**config.mk**
```make
export PLATFORM = sky130hd
export DESIGN_NAME = word_rotmask
export DESIGN_NICKNAME = d
export VERILOG_FILES = /design/src/rtl/rotmask_pkg.sv /design/src/rtl/rotmask_cnt_regs.sv /design/src/rtl/rotmask_rotator.sv /design/src/rtl/rotmask_maskgen.sv /design/src/rtl/word_rotmask.sv
export SDC_FILE = /design/constraint.sdc
export NUM_CORES = 1
export LEC_CHECK = 0
export ABC_AREA = 1
export BUFFER_PORTS_ARGS = -buffer_cell sky130_fd_sc_hd__buf_2
export CORE_MARGIN = 5
export CORE_UTILIZATION = 57
export CTS_CLUSTER_DIAMETER = 30
export CTS_CLUSTER_SIZE = 10
export DETAILED_ROUTE_END_ITERATION = 10
export GPL_TIMING_DRIVEN = 0
export PLACE_DENSITY = 0.84
export SYNTH_ARGS = -nofsm -noshare
export SYNTH_HDL_FRONTEND = slang
export SYNTH_SLANG_ARGS = --single-unit
```
**constraint.sdc**
```tcl
create_clock -name clk -period 2.2 [get_ports clk]
set_input_delay 0.11 -clock clk [delete_from_list [all_inputs] [get_ports clk]]
set_output_delay 0.11 -clock clk [all_outputs]
set_load 0.03 [all_outputs]
```
**src/rtl/rotmask_pkg.sv**
```systemverilog
package rotmask_pkg;

    localparam int WORD_W = 36;
    localparam int CNT_W  = 6;

    typedef enum logic [1:0] {
        OUT_ROT     = 2'b00,
        OUT_MASKED  = 2'b01,
        OUT_MASK    = 2'b10,
        OUT_MASK_B  = 2'b11
    } out_mode_e;

endpackage

```
**src/rtl/rotmask_cnt_regs.sv**
```systemverilog
module rotmask_cnt_regs #(
    parameter int CNT_W = rotmask_pkg::CNT_W
) (
    input  logic             clk,
    input  logic             rst_n,
    input  logic [CNT_W-1:0] load_val,
    input  logic             rot_load,
    input  logic             msk_load,
    output logic [CNT_W-1:0] rot_cnt_q,
    output logic [CNT_W-1:0] msk_size_q
);

    typedef struct packed {
        logic [CNT_W-1:0] rot_cnt;
        logic [CNT_W-1:0] msk_size;
    } regs_t;

    regs_t regs_d, regs_q;

    always_comb begin
        regs_d = regs_q;
        if (rot_load) regs_d.rot_cnt  = load_val;
        if (msk_load) regs_d.msk_size = load_val;
    end

    always_ff @(posedge clk or negedge rst_n) begin
        if (!rst_n) regs_q <= '0;
        else        regs_q <= regs_d;
    end

    assign rot_cnt_q  = regs_q.rot_cnt;
    assign msk_size_q = regs_q.msk_size;

    assert_rot_load_R3: assert property (@(posedge clk) disable iff (!rst_n)
        rot_load |=> (rot_cnt_q == $past(load_val)));

    assert_msk_load_R6: assert property (@(posedge clk) disable iff (!rst_n)
        msk_load |=> (msk_size_q == $past(load_val)));

    assert_rot_hold_R9: assert property (@(posedge clk) disable iff (!rst_n)
        !rot_load |=> $stable(rot_cnt_q));

    assert_msk_hold_R9: assert property (@(posedge clk) disable iff (!rst_n)
        !msk_load |=> $stable(msk_size_q));

endmodule

```
**src/rtl/rotmask_rotator.sv**
```systemverilog
module rotmask_rotator #(
    parameter int WORD_W = rotmask_pkg::WORD_W,
    parameter int CNT_W  = rotmask_pkg::CNT_W
) (
    input  logic [WORD_W-1:0] word_in,
    input  logic [CNT_W-1:0]  count,
    output logic [WORD_W-1:0] word_out
);

    // One fixed rotation per count bit; composing them gives a rotate by
    // the full count, which is reduced modulo WORD_W without a divider.
    logic [WORD_W-1:0] stage [0:CNT_W];

    assign stage[0] = word_in;

    for (genvar i = 0; i < CNT_W; i++) begin : g_stage
        localparam int AMT = (1 << i) % WORD_W;
        if (AMT == 0) begin : g_none
            assign stage[i+1] = stage[i];
        end else begin : g_rot
            assign stage[i+1] = count[i]
                ? {stage[i][WORD_W-1-AMT:0], stage[i][WORD_W-1:WORD_W-AMT]}
                : stage[i];
        end
    end

    assign word_out = stage[CNT_W];

endmodule

```
**src/rtl/rotmask_maskgen.sv**
```systemverilog
module rotmask_maskgen #(
    parameter int WORD_W = rotmask_pkg::WORD_W,
    parameter int CNT_W  = rotmask_pkg::CNT_W
) (
    input  logic [CNT_W-1:0]  width,
    input  logic              left_half,
    output logic [WORD_W-1:0] mask
);

    localparam int HALF = WORD_W / 2;

    logic [WORD_W-1:0] by_width;
    logic [WORD_W-1:0] upper_half;

    for (genvar i = 0; i < WORD_W; i++) begin : g_bit
        assign by_width[i] = (32'(width) > 32'(i));
        if (i >= HALF) begin : g_hi
            assign upper_half[i] = 1'b1;
        end else begin : g_lo
            assign upper_half[i] = 1'b0;
        end
    end

    assign mask = left_half ? upper_half : by_width;

endmodule

```
**src/rtl/word_rotmask.sv**
```systemverilog
module word_rotmask #(
    parameter int WORD_W = rotmask_pkg::WORD_W,
    parameter int CNT_W  = rotmask_pkg::CNT_W
) (
    input  logic              clk,
    input  logic              rst_n,
    input  logic [WORD_W-1:0] data_in,
    input  logic              rot_use_reg,
    input  logic [CNT_W-1:0]  rot_lit,
    input  logic              rot_cnt_load,
    input  logic              mask_use_reg,
    input  logic [CNT_W-1:0]  mask_lit,
    input  logic              mask_size_load,
    input  logic              left_half,
    input  logic [1:0]        out_mode,
    output logic [WORD_W-1:0] data_out
);
    import rotmask_pkg::*;

    localparam int HALF = WORD_W / 2;

    logic [CNT_W-1:0]  rot_cnt_q, msk_size_q;
    logic [CNT_W-1:0]  rot_sel, width_sel;
    logic [WORD_W-1:0] rot_word, mask_word;
    out_mode_e         mode;

    rotmask_cnt_regs #(.CNT_W(CNT_W)) i_regs (
        .clk        (clk),
        .rst_n      (rst_n),
        .load_val   (data_in[CNT_W-1:0]),
        .rot_load   (rot_cnt_load),
        .msk_load   (mask_size_load),
        .rot_cnt_q  (rot_cnt_q),
        .msk_size_q (msk_size_q)
    );

    assign rot_sel   = rot_use_reg  ? rot_cnt_q  : rot_lit;
    assign width_sel = mask_use_reg ? msk_size_q : mask_lit;

    rotmask_rotator #(.WORD_W(WORD_W), .CNT_W(CNT_W)) i_rot (
        .word_in  (data_in),
        .count    (rot_sel),
        .word_out (rot_word)
    );

    rotmask_maskgen #(.WORD_W(WORD_W), .CNT_W(CNT_W)) i_mask (
        .width     (width_sel),
        .left_half (left_half),
        .mask      (mask_word)
    );

    assign mode = out_mode_e'(out_mode);

    always_comb begin
        unique case (mode)
            OUT_ROT:    data_out = rot_word;
            OUT_MASKED: data_out = rot_word & mask_word;
            OUT_MASK,
            OUT_MASK_B: data_out = mask_word;
            default:    data_out = rot_word;
        endcase
    end

    assert_zero_rot_R1: assert property (@(posedge clk) disable iff (!rst_n)
        (out_mode == 2'b00 && !rot_use_reg && rot_lit == '0) |-> (data_out == data_in));

    assert_and_subset_R7: assert property (@(posedge clk) disable iff (!rst_n)
        (out_mode == 2'b01) |-> ((data_out & ~rot_word) == '0));

    assert_mask_contig_R5: assert property (@(posedge clk) disable iff (!rst_n)
        (out_mode[1] && !left_half) |->
            ((data_out & (data_out + {{(WORD_W-1){1'b0}}, 1'b1})) == '0));

    assert_left_half_R8: assert property (@(posedge clk) disable iff (!rst_n)
        (left_half && out_mode != 2'b00) |-> (data_out[HALF-1:0] == '0));

    assert_pop_rot_R1: assert property (@(posedge clk) disable iff (!rst_n)
        (out_mode == 2'b00) |-> ($countones(data_out) == $countones(data_in)));

endmodule

```
==> impl_metrics.tcl, run 1 <==
set metrics [dict create \
    i_o_pins 93 \
    gpl.final_weighted_congestion 1.15 \
    register_bit_total_from_synthesis 12 \
    synth.lib_cells_used.distinct 24 \
    lastStage "global routing" \
    place_ws_ns -0.306 \
    seq_area_frac_synth 0.0733 \
    post_synth_instance_area_sq_um 4100 \
    place_area_sq_um 4680 \
    synth_nets 871 \
    tool.error "[ERROR GRT-0232] Routing congestion too high. Check the congestion heatmap in the GUI." \
    grt_start_max_net_pins 13 \
    yosys-mux-area-fraction 0 \
    cts_buffers 3 \
    timing.repair.worst_endpoint_type "primary output" \
    hpwl_mm 14.9 \
    combinational_family_with_the_most_area_after_synthesis "simple AND/OR/NAND/NOR gates" \
    status "did not finish" \
    postSynthCellCount 814 \
    floorplan.die.width_um 94.8 \
    synthSimpleGateAreaFrac 0.683 \
    sink_count 12 \
    clock_tree.buffer_depth 2 \
    synth-compound-area-share 0.0794 \
    crit_endpoint "data_out[4]" \
    io_buffers 91 \
    synthesis.yosys.warnings 0 \
    root_buffer "clkbuf_8" \
    floorplan.rows 31 \
    gr-total-overflow 1273 \
    area_share_of_fa_ha_maj_cells_after_synthesis 0 \
    netlist.top_cell.by_area "nand3_1" \
    cts.htree.levels 1 \
    post-place-cells 1004 \
    synth_area_leaders "nand3_1 (56%), inv_1 (9.4%), nand2_1 (9.1%), dfrtp_1 (7.3%), o21ai_0 (2.9%)" \
    initial_core_util 0.574 \
    syn_avg_cell_area_sq_um 5.03 \
    synth_top_area_frac 0.564 \
    die_y_um 94.8 \
    synth_xor_area_frac 0 \
    gr-usage-all-layers 1.12 \
]
cell usage after synthesis:
cell type / number
buf_4: 2
a31oi_1: 2
buf_1: 4
nand2_1: 99
inv_1: 103
o311ai_0: 1
a21oi_1: 5
nand2_2: 3
nand3_1: 462
o41ai_1: 2
clkinv_1: 3
o21ai_4: 1
o31ai_1: 4
buf_2: 23
nor3_1: 3
nor2_1: 21
o21ai_0: 24
dfrtp_1: 12
o21ai_2: 6
inv_2: 6
buf_6: 4
o211ai_1: 3
o21ai_1: 4
clkbuf_1: 17
what timing repair did:
| item | CTS |
|---|---|
| pin swaps | 3 |
| hold endpoints to repair | 12 |
| setup endpoints to repair | 36 |
| hold buffers | 1 |
| gates resized for setup | 87 |
| gates cloned | 1 |
| buffers inserted | 7 |
metal layers:
layer  GRT usage  GRT overflow
met3       0.859            44
met2        1.52           922
met5       0.607             2
met4        1.27           277
met1       0.923            28
cells by family after synthesis:
family / after synthesis
buf+inv: 162
compound gates: 52
flops: 12
simple gates: 588
stage by stage:
| step | hold WS, ns | util | setup TNS [ns] |
|---|---|---|---|
| after detailed placement | -0.00558 | 0.655 | -1.90 |
| after CTS | 0.0884 | 0.711 | -0.340 |
| after global placement | -0.00456 | 0.655 | -2.07 |
| after floorplan | -0.186 | - | 0 |
==> run 2, diff against run 1 <==
--- a/config.mk
+++ b/config.mk
@@ -8,12 +8,10 @@
 export ABC_AREA = 1
 export BUFFER_PORTS_ARGS = -buffer_cell sky130_fd_sc_hd__buf_2
 export CORE_MARGIN = 5
-export CORE_UTILIZATION = 57
-export CTS_CLUSTER_DIAMETER = 30
-export CTS_CLUSTER_SIZE = 10
+export CORE_UTILIZATION = 40
 export DETAILED_ROUTE_END_ITERATION = 10
 export GPL_TIMING_DRIVEN = 0
-export PLACE_DENSITY = 0.84
+export PLACE_DENSITY_LB_ADDON = 0.15
 export SYNTH_ARGS = -nofsm -noshare
 export SYNTH_HDL_FRONTEND = slang
 export SYNTH_SLANG_ARGS = --single-unit
==> run 2 against run 1 <==
  * The flow now finishes, with violations (setup timing)
  * Synthesized area unchanged
  * Synthesized cell count is the same
==> impl_metrics.tcl, run 2 <==
set metrics [dict create \
    grt_first_pass_wirelength_mm 33.6 \
    register_bit_total_from_synthesis 12 \
    cp_data_arrival_time_ns 2.27 \
    gr-usage-all-layers 0.334 \
    violations "setup timing" \
    vias_per_cell 6.61 \
    cp.buffers_inverters 4 \
    io_buffers 91 \
    postSynthCellCount 814 \
    worst-slew-pin-transition_ns 0.640 \
    timing.critical_path.slowest_stage_cell "dfrtp_2" \
    dr_total_vias 7078 \
    worst_r2r_dst "i_regs.rot_cnt_q[0]" \
    r2r_cells 3 \
    seq_area_frac_synth 0.0733 \
    layout-drive-gt1-share 0.544 \
    synth_area_leaders "nand3_1 (56%), inv_1 (9.4%), nand2_1 (9.1%), dfrtp_1 (7.3%), o21ai_0 (2.9%)" \
    detail_route.first_pass.iterations 6 \
    sink_count 12 \
    initial_core_util 0.404 \
    synth_top_area_frac 0.564 \
    nets_finish 993 \
    cts.reportedPaths.clkPinSlew_ns 0.05 \
    die_y_um 111 \
    grt_start_max_net_pins 13 \
    gpl.final_weighted_congestion 1.04 \
    critPathMaxStageDelay_ns 0.44 \
    post_synth_instance_area_sq_um 4100 \
    tritoncts "yes" \
    hpwl_mm 16.8 \
    clock_insertion_delay_worst_skew_ns 0.24 \
    insertedDiodeCount 0 \
    drtIter0Drc 957 \
    cap_viol_max_count 0 \
    critical_path.max_fanout 10 \
    vias_in_the_first_global_route 6403 \
    route.detailed.wl_per_inst_um 22.6 \
    core-area_sq_um 10100 \
    mostFrequentLayoutCells "nand3_2 (270), nand3_1 (156), inv_1 (100), nand2_1 (85), buf_2 (67)" \
    layout_worst_path_cycle_share 1.08 \
    die_area_sq_um 12400 \
    cts.htree.levels 1 \
    drcViolationCount 0 \
    status "complete, but fails checks" \
    crit_family "simple AND/OR/NAND/NOR gates" \
    netlist.top_cell.by_area "nand3_1" \
    worst_setup_path_start_kind "flip-flop" \
    synth_commonest_cells "nand3_1 (462), inv_1 (103), nand2_1 (99), o21ai_0 (24), buf_2 (23)" \
    clock_tree.buffer_depth 2 \
    r2r_slack_ns 1.35 \
    worst_hold_slack_ns 0.0768 \
    setup_viol_count_final 36 \
    post_route_antenna_net_violation_count 0 \
    wirelength_mm 24.1 \
    worst_hold_startpoint "rot_cnt_load" \
    skew_ns 0 \
    whs_endpoint "i_regs.rot_cnt_q[0]" \
    root_buffer "clkbuf_8" \
    most_frequent_standard_cell_in_the_layout_excluding_fill_and_tap_cells "nand3_2" \
    synth.lib_cells_used.distinct 24 \
    layout_min_cycle_time_ns 2.38 \
    syn_avg_cell_area_sq_um 5.03 \
    i_o_pins 93 \
    cp-end-kind "output pin" \
    rr_startpoint "i_regs.rot_cnt_q[0]" \
    setup_repair_after_global_routing_missed_its_margin "yes" \
    floorplan.rows 37 \
    layout_setup_ws_ns -0.180 \
    holdCritPathClass "in -> reg" \
    final_hold_viol_count 0 \
    asyncSetResetFlopFracSynth 1.00 \
    synth_nets 871 \
    antenna_found_initial 0 \
    floorplan.die.width_um 111 \
    worst_ir_drop_vdd_uv 416 \
    gr-total-overflow 0 \
    worst_slew_margin_rel 0.573 \
    cp_data_required_time_ns 2.09 \
    synth_top_flop_cell "dfrtp_1" \
    synth.most_common_cell "nand3_1" \
    hold_depth 2 \
    critical-path-top-cell-by-count "nand3_1" \
    pwr_density_cell_nw_per_um2 472 \
    achievable-frequency_ghz 0.420 \
    total_leakage_power_nw 3.48 \
    area_delta_synth_final_pct 75.0 \
    synth-edff-count 0 \
    synthesis.yosys.warnings 0 \
    criticalPathCategory "reg -> out" \
    finalMaxSlewViolations 0 \
    cts_buffers 3 \
    place_ws_ns -0.199 \
    path_cells "inv_2 > nand2_4 > buf_12 > nand3_2 > nand3_4 > nand3_2 > nand3_1 > nand3_1 > nand3_1 > nand3_1 > nand2_1 > inv_1 > buf_4" \
]
==> run 2: kinds of logic after synthesis <==
| family | synth area share |
|---|---|
| simple gates | 0.683 |
| buf+inv | 0.165 |
| compound gates | 0.0794 |
| flops | 0.0733 |
==> run 2: worst max-delay path by stage <==
stage / start / endpoint / slack [ns] / depth (start not counted)
final: i_regs.rot_cnt_q[0] / data_out[32] / -0.18 / 13
after global routing: i_regs.rot_cnt_q[0] / data_out[8] / -0.30 / 12
after CTS: i_regs.rot_cnt_q[1] / data_out[18] / -0.03 / 13
after detailed placement: i_regs.rot_cnt_q[0] / data_out[26] / -0.20 / 13
after global placement: i_regs.rot_cnt_q[0] / data_out[26] / -0.28 / 13
after floorplan: i_regs.rot_cnt_q[0] / data_out[22] / 0.43 / 12
==> run 2: area by class of cell <==
class | count | area (sq um)
Multi-Input combinational cell | 643 | 5070
Tap cell | 136 | 170
Sequential cell | 12 | 302
Inverter | 112 | 433
Buffer | 50 | 367
Fill cell | 870 | 2970
Timing Repair Buffer | 114 | 791
Clock buffer | 3 | 41.3
==> run 2: what timing repair did <==
action / in CTS / in global routing
endpoints found under the setup margin: 36 / 36
hold buffers: 1 / 0
cloned: 5 / 2
buffers inserted: 10 / 8
pin swaps: 8 / 32
gates resized for setup: 208 / 273
endpoints found under the hold margin: 12 / 0
==> run 2: power by group <==
group	leakage (nW)	switching (mW)	internal (mW)
logic	3.31	1.95	0.977
registers	0.145	0.00838	0.241
clock network	0.0216	0.0827	0.121
==> run 2: layer usage <==
metal	wire [um]	vias to the layer above	global-route usage	share of wire
met5	0	-	0	0
met4	1730	0	0.178	0.072
li1	-	3078	-	-
met2	10800	598	0.535	0.45
met1	8790	3240	0.428	0.36
met3	2850	162	0.0524	0.12
==> run 2: per-stage QoR <==
stage	setup TNS, ns	power [mW]	cell area (sq um)	utilization	std cells
floorplan	0	1.63	4100	-	814
global placement	-4.52	2.22	4720	0.466	1041
detailed placement	-2.95	2.21	4720	0.466	1041
CTS	-0.414	2.75	5690	0.562	1060
global route	-7.79	3.55	7170	0.707	1070
finish	-4.51	3.38	7170	0.707	1070
No activity file was read; power rests on OpenSTA's default activity.
==> run 3, diff against run 2 <==
--- a/config.mk
+++ b/config.mk
@@ -11,7 +11,7 @@
 export CORE_UTILIZATION = 40
 export DETAILED_ROUTE_END_ITERATION = 10
 export GPL_TIMING_DRIVEN = 0
-export PLACE_DENSITY_LB_ADDON = 0.15
+export SLEW_MARGIN = 0
 export SYNTH_ARGS = -nofsm -noshare
 export SYNTH_HDL_FRONTEND = slang
 export SYNTH_SLANG_ARGS = --single-unit
==> constraint.sdc (replaced) <==
create_clock -name clk -period 2.4 [get_ports clk]
set_input_delay 0.12 -clock clk [delete_from_list [all_inputs] [get_ports clk]]
set_output_delay 0.12 -clock clk [all_outputs]
set_load 0.03 [all_outputs]
==> run 3 against run 2 <==
  * Highest routed layer unchanged
  * Largest power group unchanged
  * Combinational power decreased by 23%
  * Clock skew is the same
  * Critical path type unchanged
  * Register-to-register slack improved by 0.35 ns
  * Die area unchanged
  * Non-clock buffer count up 5
  * Clock power grew 4%
  * The flow now finishes without violations
  * Cell count is 0.56% higher
  * Total power shrank 20%
  * Worst hold slack better by 0.021 ns
  * Setup slack better by 0.24 ns
==> impl_metrics.tcl, run 3 (same netlist as run 2, synthesis figures left out) <==
set metrics [dict create \
    status "finished, final reports clean" \
    gr-usage-all-layers 0.300 \
    nets_finish 998 \
    insertedDiodeCount 0 \
    cts.reportedPaths.clkPinSlew_ns 0.05 \
    tritoncts "yes" \
    finalMaxSlewViolations 0 \
    grt_start_max_net_pins 13 \
    initial_core_util 0.404 \
    critical_path.max_fanout 4 \
    root_buffer "clkbuf_8" \
    core-area_sq_um 10100 \
    setup_repair_after_global_routing_missed_its_margin "yes" \
    totalNegativeSetupSlack_ns 0 \
    internal-power_mw 1.10 \
    io_buffers 91 \
    skew_ns 0 \
    die_area_sq_um 12400 \
    setup_viol_count_final 0 \
    total_switching_power_mw 1.59 \
    cp-end-kind "output pin" \
    route.detailed.wl_per_inst_um 19.7 \
    multiInputGateArea_sq_um 4000 \
    holdCritPathClass "in -> reg" \
    layout-drive-gt1-share 0.364 \
    final-seq-area_sq_um 302 \
    drtIter0Drc 859 \
    cp_data_arrival_time_ns 2.22 \
    detail_route.first_pass.iterations 8 \
    vias_in_the_first_global_route 5793 \
    layout_min_cycle_time_ns 2.34 \
    antenna_found_initial 0 \
    mostFrequentLayoutCells "nand3_1 (316), nand3_2 (141), inv_1 (99), nand2_1 (97), buf_2 (78)" \
    cp_data_required_time_ns 2.28 \
    clock_power_share 0.079 \
    floorplan.rows 37 \
    worst_setup_path_start_kind "flip-flop" \
    cts_buffers 3 \
    switching_share 0.591 \
    die_y_um 111 \
    criticalPathCategory "reg -> out" \
    sink_count 12 \
    clock_tree.buffer_depth 2 \
    post_route_antenna_net_violation_count 0 \
    post-layout-total-power_mw 2.70 \
    achievable-frequency_ghz 0.428 \
    final_hold_viol_count 0 \
    worst_slew_margin_rel 0.636 \
    cts.htree.levels 1 \
    hpwl_mm 16.1 \
    layout_worst_path_cycle_share 0.974 \
    worst-slew-pin-transition_ns 0.547 \
    r2r_slack_ns 1.70 \
    floorplan.die.width_um 111 \
    cap_viol_max_count 0 \
    clock_insertion_delay_worst_skew_ns 0.24 \
    total_leakage_power_nw 3.10 \
    gpl.final_weighted_congestion 0.996 \
    vias_per_cell 6.25 \
    most_frequent_standard_cell_in_the_layout_excluding_fill_and_tap_cells "nand3_1" \
    layout.filler_cells 1037 \
    i_o_pins 93 \
    area_delta_synth_final_pct 47.4 \
    wirelength_mm 21.2 \
    pwr_density_cell_nw_per_um2 447 \
    grt_first_pass_wirelength_mm 30.4 \
    p_seq_frac 0.084 \
    power.share.combinational 0.836 \
    worst_ir_drop_vdd_uv 308 \
    gr-total-overflow 0 \
    dr_total_vias 6722 \
    drcViolationCount 0 \
]
[run 3: changes by cell type in the layout (fill, tap and decap cells not counted), moves of 2 or more]
cell      change
nand3_1     +160
nand3_2     -129
nand3_4      -31
clkbuf_4     +27
buf_4        -19
nand2_1      +12
nand2_2      -12
buf_2        +11
buf_6        -10
buf_8         -3
o21ai_2       -3
buf_12        -2
inv_2         +2
o21ai_1       +2
[run 3: cell type report]
cell class,count,share of cell area
multi-input cells,642,0.662
flip-flops and latches,12,0.0499
inverters,112,0.0711
repair inverters,1,0.000829
clock buffers,4,0.00912
well taps,136,0.0282
plain buffers,50,0.0528
repair buffers,119,0.126
[run 3: power groups by stage]
stage | Combinational, mW | Clock (mW) | Sequential [mW]
finish | 2.26 | 0.213 | 0.228
global route | 2.41 | 0.229 | 0.230
CTS | 1.81 | 0.219 | 0.226
detailed placement | 1.78 | 0 | 0.229
global placement | 1.79 | 0 | 0.228
floorplan | 1.27 | 0 | 0.228
[run 3: routing by layer]
layer,up-vias,track usage,part of all wire
met1,3034,0.415,0.40
li1,3087,-,-
met4,0,0.118,0.048
met2,516,0.474,0.44
met5,-,0,0
met3,85,0.0360,0.11
[run 3: timing repair]
action / in CTS / in global routing
buffers inserted: 3 / 21
endpoints found under the setup margin: 36 / 36
hold endpoints to repair: 12 / 0
gates cloned: 0 / 6
resized for setup: 15 / 243
hold buffers: 1 / 0
pin swaps: 0 / 5
[run 3: path summary, 6_finish.rpt]
| kind | start | end | cells after the start |
|---|---|---|---|
| worst max-delay path | i_regs.rot_cnt_q[0] | data_out[0] | 13 |
| worst min-delay path | rot_cnt_load | i_regs.rot_cnt_q[0] | 2 |
| worst max register to register | i_regs.rot_cnt_q[0] | i_regs.rot_cnt_q[0] | 2 |
| worst min register to register | i_regs.rot_cnt_q[4] | i_regs.rot_cnt_q[4] | 2 |
| max in group asynchronous | rst_n | i_regs.rot_cnt_q[0] | 2 |
| min in group asynchronous | rst_n | i_regs.rot_cnt_q[5] | 2 |
[run 3: metrics by stage]
stage               instances  hold WS, ns  worst slack [ns]   util  cell area [sq um]
global route             1076        0.108           -0.0479  0.596               6040
CTS                      1049       0.0991           0.00404  0.478               4850
global placement         1041      0.00783           -0.0244  0.466               4720
floorplan                 814       -0.176             0.623      -               4100
detailed placement       1041      0.00878            0.0293  0.466               4720
finish                   1076       0.0975            0.0628  0.596               6040
[run 3: critical path: stages (launching register included)]
cell	delay, ns
dfrtp_2	0.43
buf_4	0.15
nand2_2	0.10
buf_4	0.13
nand3_1	0.12
nand3_2	0.19
nand3_2	0.12
nand3_1	0.16
nand3_2	0.11
nand3_1	0.10
nand3_1	0.09
nand2_1	0.08
inv_1	0.03
clkbuf_4	0.17
